**src/rtl/uart_modem_pkg.sv**
```systemverilog
package uart_modem_pkg;

    localparam logic [2:0] ADDR_IER = 3'd1;
    localparam logic [2:0] ADDR_MCR = 3'd4;
    localparam logic [2:0] ADDR_MSR = 3'd6;
    localparam int         IER_W         = 4;
    localparam int         IER_MODEM_BIT = 3;

    // Active-high view of the four modem inputs; bit order matches status bits 7:4.
    typedef struct packed {
        logic cd;
        logic ri;
        logic dsr;
        logic cts;
    } modem_lines_t;

    // Control register, bit 0 at the bottom.
    typedef struct packed {
        logic loop;
        logic out2;
        logic out1;
        logic rts;
        logic dtr;
    } mcr_t;

    function automatic modem_lines_t loop_map(input mcr_t m);
        modem_lines_t r;
        r.cts = m.rts;
        r.dsr = m.dtr;
        r.ri  = m.out1;
        r.cd  = m.out2;
        return r;
    endfunction

    // Change flags: any toggle, except ring which flags only on the trailing edge.
    function automatic modem_lines_t delta_of(input modem_lines_t prev, input modem_lines_t cur);
        modem_lines_t d;
        d.cts = prev.cts ^ cur.cts;
        d.dsr = prev.dsr ^ cur.dsr;
        d.cd  = prev.cd  ^ cur.cd;
        d.ri  = prev.ri  & ~cur.ri;
        return d;
    endfunction

endpackage

```
**src/rtl/uart_modem_sync.sv**
```systemverilog
module uart_modem_sync #(
    parameter int WIDTH  = 4,
    parameter int STAGES = 2
) (
    input  logic             clk,
    input  logic             rst,
    input  logic [WIDTH-1:0] din,
    output logic [WIDTH-1:0] dout
);
    logic [STAGES-1:0][WIDTH-1:0] stage_q;

    // Inputs are active low, so the flops idle at all ones.
    always_ff @(posedge clk) begin
        if (rst) begin
            stage_q <= '1;
        end else begin
            stage_q[0] <= din;
            for (int i = 1; i < STAGES; i++) begin
                stage_q[i] <= stage_q[i-1];
            end
        end
    end

    assign dout = stage_q[STAGES-1];
endmodule

```
**src/rtl/uart_modem_status.sv**
```systemverilog
module uart_modem_status
    import uart_modem_pkg::*;
(
    input  logic         clk,
    input  logic         rst,
    input  modem_lines_t lines_i,
    input  logic         clr_i,
    output modem_lines_t stat_o,
    output modem_lines_t delta_o
);
    modem_lines_t stat_q, delta_q;

    always_ff @(posedge clk) begin
        if (rst) begin
            stat_q  <= '0;
            delta_q <= '0;
        end else begin
            stat_q  <= lines_i;
            delta_q <= (clr_i ? modem_lines_t'('0) : delta_q) | delta_of(stat_q, lines_i);
        end
    end

    assign stat_o  = stat_q;
    assign delta_o = delta_q;

    AST_RI_TRAIL_FLAG: assert property (@(posedge clk) disable iff (rst)
        (stat_q.ri && !lines_i.ri) |=> delta_q.ri);
    AST_READ_CLEARS: assert property (@(posedge clk) disable iff (rst)
        (clr_i && lines_i == stat_q) |=> (delta_q == '0));
    AST_STATUS_TRACKS: assert property (@(posedge clk) disable iff (rst)
        1'b1 |=> (stat_q == $past(lines_i)));
endmodule

```
**src/rtl/uart_modem_ctl.sv**
```systemverilog
module uart_modem_ctl
    import uart_modem_pkg::*;
#(
    parameter int SYNC_STAGES = 2,
    parameter int DATA_W      = 8,
    parameter int ADDR_W      = 3
) (
    input  logic              clk,
    input  logic              rst,
    input  logic              wr_en,
    input  logic              rd_en,
    input  logic [ADDR_W-1:0] addr,
    input  logic [DATA_W-1:0] wdata,
    output logic [DATA_W-1:0] rdata,
    input  logic              cts_n,
    input  logic              dsr_n,
    input  logic              ri_n,
    input  logic              cd_n,
    output logic              dtr_n,
    output logic              rts_n,
    output logic              op2_n,
    output logic              irq_o,
    output logic              irq_oe,
    input  logic              tx_ser_i,
    output logic              tx_pin,
    input  logic              rx_pin,
    output logic              rx_ser_o
);
    localparam int MCR_W   = $bits(mcr_t);
    localparam int LINES_W = $bits(modem_lines_t);

    logic [IER_W-1:0] ier_q;
    mcr_t             mcr_q;
    logic             tx_q;
    logic [LINES_W-1:0] pins_sync_n;
    modem_lines_t     ext_lines, lines_now, stat, delta;
    logic             sel_ier, sel_mcr, sel_msr;
    logic             unused_wdata;

    assign sel_ier = (addr == ADDR_W'(ADDR_IER));
    assign sel_mcr = (addr == ADDR_W'(ADDR_MCR));
    assign sel_msr = (addr == ADDR_W'(ADDR_MSR));
    assign unused_wdata = ^wdata[DATA_W-1:MCR_W];

    always_ff @(posedge clk) begin
        if (rst) begin
            ier_q <= '0;
            mcr_q <= '0;
            tx_q  <= 1'b1;
        end else begin
            if (wr_en && sel_ier) ier_q <= wdata[IER_W-1:0];
            if (wr_en && sel_mcr) mcr_q <= mcr_t'(wdata[MCR_W-1:0]);
            tx_q <= mcr_q.loop ? 1'b1 : tx_ser_i;
        end
    end

    uart_modem_sync #(.WIDTH(LINES_W), .STAGES(SYNC_STAGES)) sync_i (
        .clk  (clk),
        .rst  (rst),
        .din  ({cd_n, ri_n, dsr_n, cts_n}),
        .dout (pins_sync_n)
    );

    assign ext_lines = modem_lines_t'(~pins_sync_n);
    assign lines_now = mcr_q.loop ? loop_map(mcr_q) : ext_lines;

    uart_modem_status status_i (
        .clk     (clk),
        .rst     (rst),
        .lines_i (lines_now),
        .clr_i   (rd_en && sel_msr),
        .stat_o  (stat),
        .delta_o (delta)
    );

    always_comb begin
        rdata = '0;
        if (rd_en) begin
            if (sel_ier)      rdata = DATA_W'(ier_q);
            else if (sel_mcr) rdata = DATA_W'(mcr_q);
            else if (sel_msr) rdata = DATA_W'({stat, delta});
        end
    end

    assign dtr_n    = ~(mcr_q.dtr  & ~mcr_q.loop);
    assign rts_n    = ~(mcr_q.rts  & ~mcr_q.loop);
    assign op2_n    = ~(mcr_q.out2 & ~mcr_q.loop);
    assign irq_oe   = mcr_q.out2;
    assign irq_o    = mcr_q.out2 & ier_q[IER_MODEM_BIT] & (|delta);
    assign tx_pin   = tx_q;
    assign rx_ser_o = mcr_q.loop ? tx_ser_i : rx_pin;

    AST_DTR_WRITE: assert property (@(posedge clk) disable iff (rst)
        (wr_en && sel_mcr && !wdata[4]) |=> (dtr_n == !$past(wdata[0])));
    AST_RTS_WRITE: assert property (@(posedge clk) disable iff (rst)
        (wr_en && sel_mcr && !wdata[4]) |=> (rts_n == !$past(wdata[1])));
    AST_IRQ_QUIET: assert property (@(posedge clk) disable iff (rst)
        !irq_oe |-> !irq_o);
    AST_IRQ_NEEDS_ENABLE: assert property (@(posedge clk) disable iff (rst)
        irq_o |-> ier_q[IER_MODEM_BIT]);
    AST_LOOP_TX_IDLE: assert property (@(posedge clk) disable iff (rst)
        mcr_q.loop |=> tx_pin);
endmodule

```
**config.mk**
```make
export PLATFORM = sky130hd
export DESIGN_NAME = uart_modem_ctl
export DESIGN_NICKNAME = d
export VERILOG_FILES = /design/src/rtl/uart_modem_pkg.sv /design/src/rtl/uart_modem_sync.sv /design/src/rtl/uart_modem_status.sv /design/src/rtl/uart_modem_ctl.sv
export SDC_FILE = /design/constraint.sdc
export NUM_CORES = 1
export LEC_CHECK = 0
export BUFFER_PORTS_ARGS = -buffer_cell sky130_fd_sc_hd__buf_2
export CORE_ASPECT_RATIO = 0.7
export CORE_UTILIZATION = 30
export CTS_CLUSTER_DIAMETER = 150
export DETAILED_ROUTE_END_ITERATION = 8
export PLACE_DENSITY_LB_ADDON = 0.1
export SLEW_MARGIN = 20
export SYNTH_ARGS = -nofsm -noshare
export SYNTH_HDL_FRONTEND = slang
export SYNTH_HIERARCHICAL = 1
export SYNTH_SLANG_ARGS = --single-unit
```
**constraint.sdc**
```tcl
create_clock -name clk -period 2.74 [get_ports clk]
set_clock_uncertainty 0.1 [all_clocks]
set_input_delay 0.137 -clock clk [delete_from_list [all_inputs] [get_ports clk]]
set_output_delay 0.137 -clock clk [all_outputs]
set_load 0.01 [all_outputs]
```
# Word-level counts from Yosys, hierarchy flattened
# Cells that the tools add are included.
[classes]
n_bitwise = 16
add_sub_neg = 0
n_reduce_logical = 5
eq_ne = 3
div = 0
shifts = 0
magnitude_cmp = 0
n_mux = 7
mul = 0
[ops]
columns = ["operator", "n"]
rows = [
  ["8-bit two-way mux", 4],
  ["4-bit two-way mux", 2],
  ["1-bit AND", 6],
  ["3-bit equality test, second input constant", 2],
  ["1-bit inverter", 5],
  ["4-bit inverter", 1],
  ["4-bit OR", 1],
  ["4-bit OR reduction", 1],
  ["3-bit by 1-bit equality test with 1-bit output, second input constant", 1],
  ["1-bit logical AND", 3],
  ["1-bit XOR", 3],
  ["2-bit OR reduction", 1],
  ["1-bit two-way mux", 1],
]
[word_totals]
latchBits = 0
register_bits = 26
ramBits = 0
elab_cells = 48
n_memories = 0
rom_bits = 0
output_inout_bits = 15

# Depth between registers and ports, before layout
[logic_depth]
ltp_word = 5
depth_mapped = 4
depth_no_buf = 4

# Cells and area by module
# Netlist, hierarchy kept.
[modules_own_cells]
columns = ["module", "area_per_inst_um2", "n_inst", "seq_area_each_um2", "cells_each"]
rows = [
  ["uart_modem_ctl", 693.2, 1, 200.2, 73],
  ["uart_modem_status", 265.3, 1, 160.2, 24],
  ["uart_modem_sync", 240.2, 1, 160.2, 20],
]

# Worst setup path before layout
# No wires, ideal clock.
[synth_timing]
path_kind = "reg2reg"
start = "register mcr_q[4] in the netlist's numbering"
end = "register status_i.delta_q (netlist bit status_i/delta_o[1])"
stages_incl_launch_ff = 5
arrival_time_ps = 937
path_buffers = 1
slack_ps = 1585
synth_period_minus_slack_ps = 1155
setup_ps = 119
path_cell_list = "dfxtp_1 -> buf_2 -> mux2i_1 -> xnor2_1 -> a21oi_1"
[synth_rtl]
columns = ["item", "line", "source"]
rows = [
  ["start: declaration", "uart_modem_ctl.sv:33", "mcr_t mcr_q;"],
  ["start signal: assignment", "uart_modem_ctl.sv:52", "if (wr_en && sel_mcr) mcr_q <= mcr_t'(wdata[MCR_W-1:0]);"],
  ["end signal: assignment", "uart_modem_status.sv:19", "delta_q <= (clr_i ? modem_lines_t'('0) : delta_q) | delta_of(stat_q, lines_i);"],
  ["end: declaration", "uart_modem_status.sv:11", "modem_lines_t stat_q, delta_q;"],
]

# Worst setup path after layout
[layout_timing]
start = "register mcr_q[4] in the netlist's numbering"
end = "output rx_ser_o"
[layout_via]
elab_chain_len = 1
[layout_lines]
columns = ["item", "line", "source"]
rows = [
  ["1-bit two-way mux", "uart_modem_ctl.sv:91", "assign rx_ser_o = mcr_q.loop ? tx_ser_i : rx_pin;"],
  ["end: declaration", "uart_modem_ctl.sv:27", "output logic rx_ser_o"],
]
# Every way passes these cells.

==> results.py <==
metrics = {
    "cts": {
        "cts_tree": "built",
        "clock-sinks": 26,
        "htreeDepth": 1,
        "cts_root_buffer": "clkbuf_8",
        "clk_latency_ns": 0.26,
        "numCtsBuffers": 3,
        "cts.path.max_buffers": 2,
        "path_clk_slew_ns": 0.08,
        "post_cts_buffers": 0,
        "post_cts_resized": 0,
    },
    "sta": {
        "final-setup-viol-count": 0,
        "fmax_mhz": 608,
        "tightest_slew_ns": 0.469,
        "rsz0062_at_grt": "false",
        "setup_slack_ns": 1.10,
        "period_needed_ns": 1.64,
        "slew_headroom": 0.687,
        "finalCritPeriodShare": 0.600,
        "setup_tns_ns": 0,
        "hold_viol": 0,
        "slew_violations": 0,
    },
    "routing": {
        "num_vias": 872,
        "met2_length_um": 1040,
        "drtIter0Drc": 15,
        "firstDrtPassIters": 4,
        "wl_per_cell_um": 11.8,
        "wl_met3_um": 150,
        "ant_nets": 0,
        "drc_errors": 0,
        "m1WireLength_um": 1130,
        "top_layer_used": "met4",
        "via_per_inst": 4.40,
        "drt_wl_total_um": 2340,
    },
    "floorplanning": {
        "io-pin-count": 36,
        "rows": 18,
        "die_x_um": 77.6,
        "start_util": 0.327,
        "die-area_sq_um": 4260,
        "coreArea_sq_um": 3670,
        "die_h_um": 54.9,
    },
    "setup_path": {
        "startpoint_type": "register",
        "path_class": "reg2out",
        "reg2reg_from": "mcr_q[4]$_SDFFE_PP0P_",
        "cp.required_ns": 2.50,
        "crit_start": "mcr_q[4]$_SDFFE_PP0P_",
        "path_max_fanout": 11,
        "worst_setup_path_end_kind": "output pin",
        "arrival_ns": 1.41,
    },
    "power_and_ir_drop": {
        "p_leak_nw": 0.596,
        "p_per_area_nw_per_um2": 472,
        "worst_ir_drop_vdd_uv": 254,
    },
    "hold_path": {
        "hp-class": "in2reg",
        "min_from": "wdata[4]",
    },
    "synth": {
        "ys_ff_latch": 26,
        "yosys_warnings": 6,
        "netlist_area_sq_um": 1200,
        "syn_area_per_cell_sq_um": 10.2,
        "ys_types": 28,
        "yosysSeqAreaShare": 0.434,
        "synthesis.nets": 138,
        "synthCells": 117,
    },
    "grt": {
        "grt_pass1_wl_um": 3850,
        "globalRouteOverflowTotal": 0,
        "grt.total_usage": 0.122,
        "antenna_found_initial": 0,
        "grt_pass1_vias": 840,
        "grt_max_degree": 32,
    },
    "run": {
        "maxCapViolations": 0,
    },
    "layout": {
        "insertedDiodeCount": 0,
        "layout.nets": 171,
        "fin_cells": 198,
        "layout-drive-gt1-share": 0.284,
        "stdcell_area_sq_um": 1440,
        "area_delta_synth_final_pct": 20.5,
    },
    "place": {
        "gp_congestion": 0.686,
        "postPlaceCellArea_sq_um": 1350,
        "hpwl_um": 1750,
        "place_ws_ns": 1.35,
        "io_buffers": 32,
        "dpl.cell_count": 190,
    },
    "run_status": {
        "status": "finished, final reports clean",
    },
}
==> final timing paths <==
kind | endpoint | slack, ns | cells past startpoint
worst max-delay path | rx_ser_o | 1.10 | 2
worst min-delay path | mcr_q[4]$_SDFFE_PP0P_ | 0.03 | 3
worst max register to register | status_i/delta_o[0]$_SDFF_PP0_ | 1.35 | 3
worst min register to register | sync_i/dout[1]$_SDFF_PP1_ | 0.31 | 1
==> synthesized netlist by cell type (all sizes together) <==
| cell type | n | area (sq um) |
|---|---|---|
| nand4bb | 1 | 11.3 |
| clkbuf | 3 | 22.5 |
| mux2 | 1 | 11.3 |
| and4bb | 2 | 25.0 |
| or2 | 8 | 50.1 |
| nand2b | 22 | 138 |
| nor4 | 1 | 6.26 |
| a21oi | 4 | 20.0 |
| nand2 | 1 | 3.75 |
| o2bb2ai | 4 | 35.0 |
| and3b | 1 | 8.76 |
| dfxtp | 26 | 521 |
| nor2 | 2 | 7.51 |
| nand3b | 1 | 7.51 |
| and3 | 3 | 22.5 |
| buf | 6 | 46.3 |
| mux2i | 18 | 180 |
| nor2b | 4 | 27.5 |
| xnor2 | 3 | 26.3 |
| inv | 4 | 15.0 |
| and2 | 1 | 7.51 |
| or3 | 1 | 6.26 |
==> kinds of logic after synthesis <==
kind of cell,share of synthesized area
compound gates,0.0459
xor+xnor,0.0219
buf+inv,0.0699
flops,0.434
mux,0.160
simple gates,0.268
==> worst max-delay path, cell delays in order (launching register included) <==
cell and delay (ns):
dfxtp_1 0.62, mux2_2 0.39, buf_2 0.14
==> flip-flops by register name, indices dropped and copies added, names as in the netlist <==
name              count
ier_q                 4
mcr_q                 4
status_i/delta_o      4
status_i/stat_o       4
sync_i/dout           4
sync_i/stage_q        4
irq_oe                1
tx_pin                1
==> through the flow <==
step / total power, mW / hold slack, ns / utilization
final: 0.682 / 0.0344 / 0.393
after floorplan: 0.454 / 0.103 / -
after global placement: 0.475 / 0.213 / 0.368
after detailed placement: 0.477 / 0.217 / 0.368
after global routing: 0.721 / 0.0268 / 0.393
after CTS: 0.693 / 0.0323 / 0.393
==> final cells by class <==
type | count | area [sq um]
inverter | 4 | 15.0
fill | 392 | 2230
clock buffer | 3 | 41.3
multi-input combinational | 78 | 594
tap | 50 | 62.6
timing repair buffer | 37 | 210
sequential | 26 | 520
==> metal layers <==
metal | global-route usage | up-vias
li1 | - | 448
met1 | 0.143 | 396
met2 | 0.223 | 26
met3 | 0.0433 | 2
met4 | 0.0189 | 0
met5 | 0 | -
==> cells in the final DEF, fill, tap and decap left out <==
cell type      count
mux2_2             1
nand3b_1           1
and3_2             3
and4bb_1           1
xnor2_1            3
and4bb_2           1
nor2b_2            1
inv_1              4
mux2i_1           18
nor2b_1            3
nor4_1             1
or2_1              8
a21oi_1            4
clkbuf_8           3
and2_2             1
nand4bb_1          1
or3_1              1
o2bb2ai_1          4
dfxtp_1           26
and3b_1            1
buf_2             32
nand2_1            1
dlygate4sd3_1      5
nor2_1             2
nand2b_1          22
==> power breakdown <==
group	switching (mW)	internal, mW
logic	0.0318	0.0399
clock network	0.110	0.0984
registers	0.00891	0.392
==> repair_timing <==
action / in CTS / in global routing
hold endpoints to repair: 5 / 0
endpoints found under the setup margin: 0 / 0
hold buffers: 5 / 0
(Power assumes the default switching activity.)
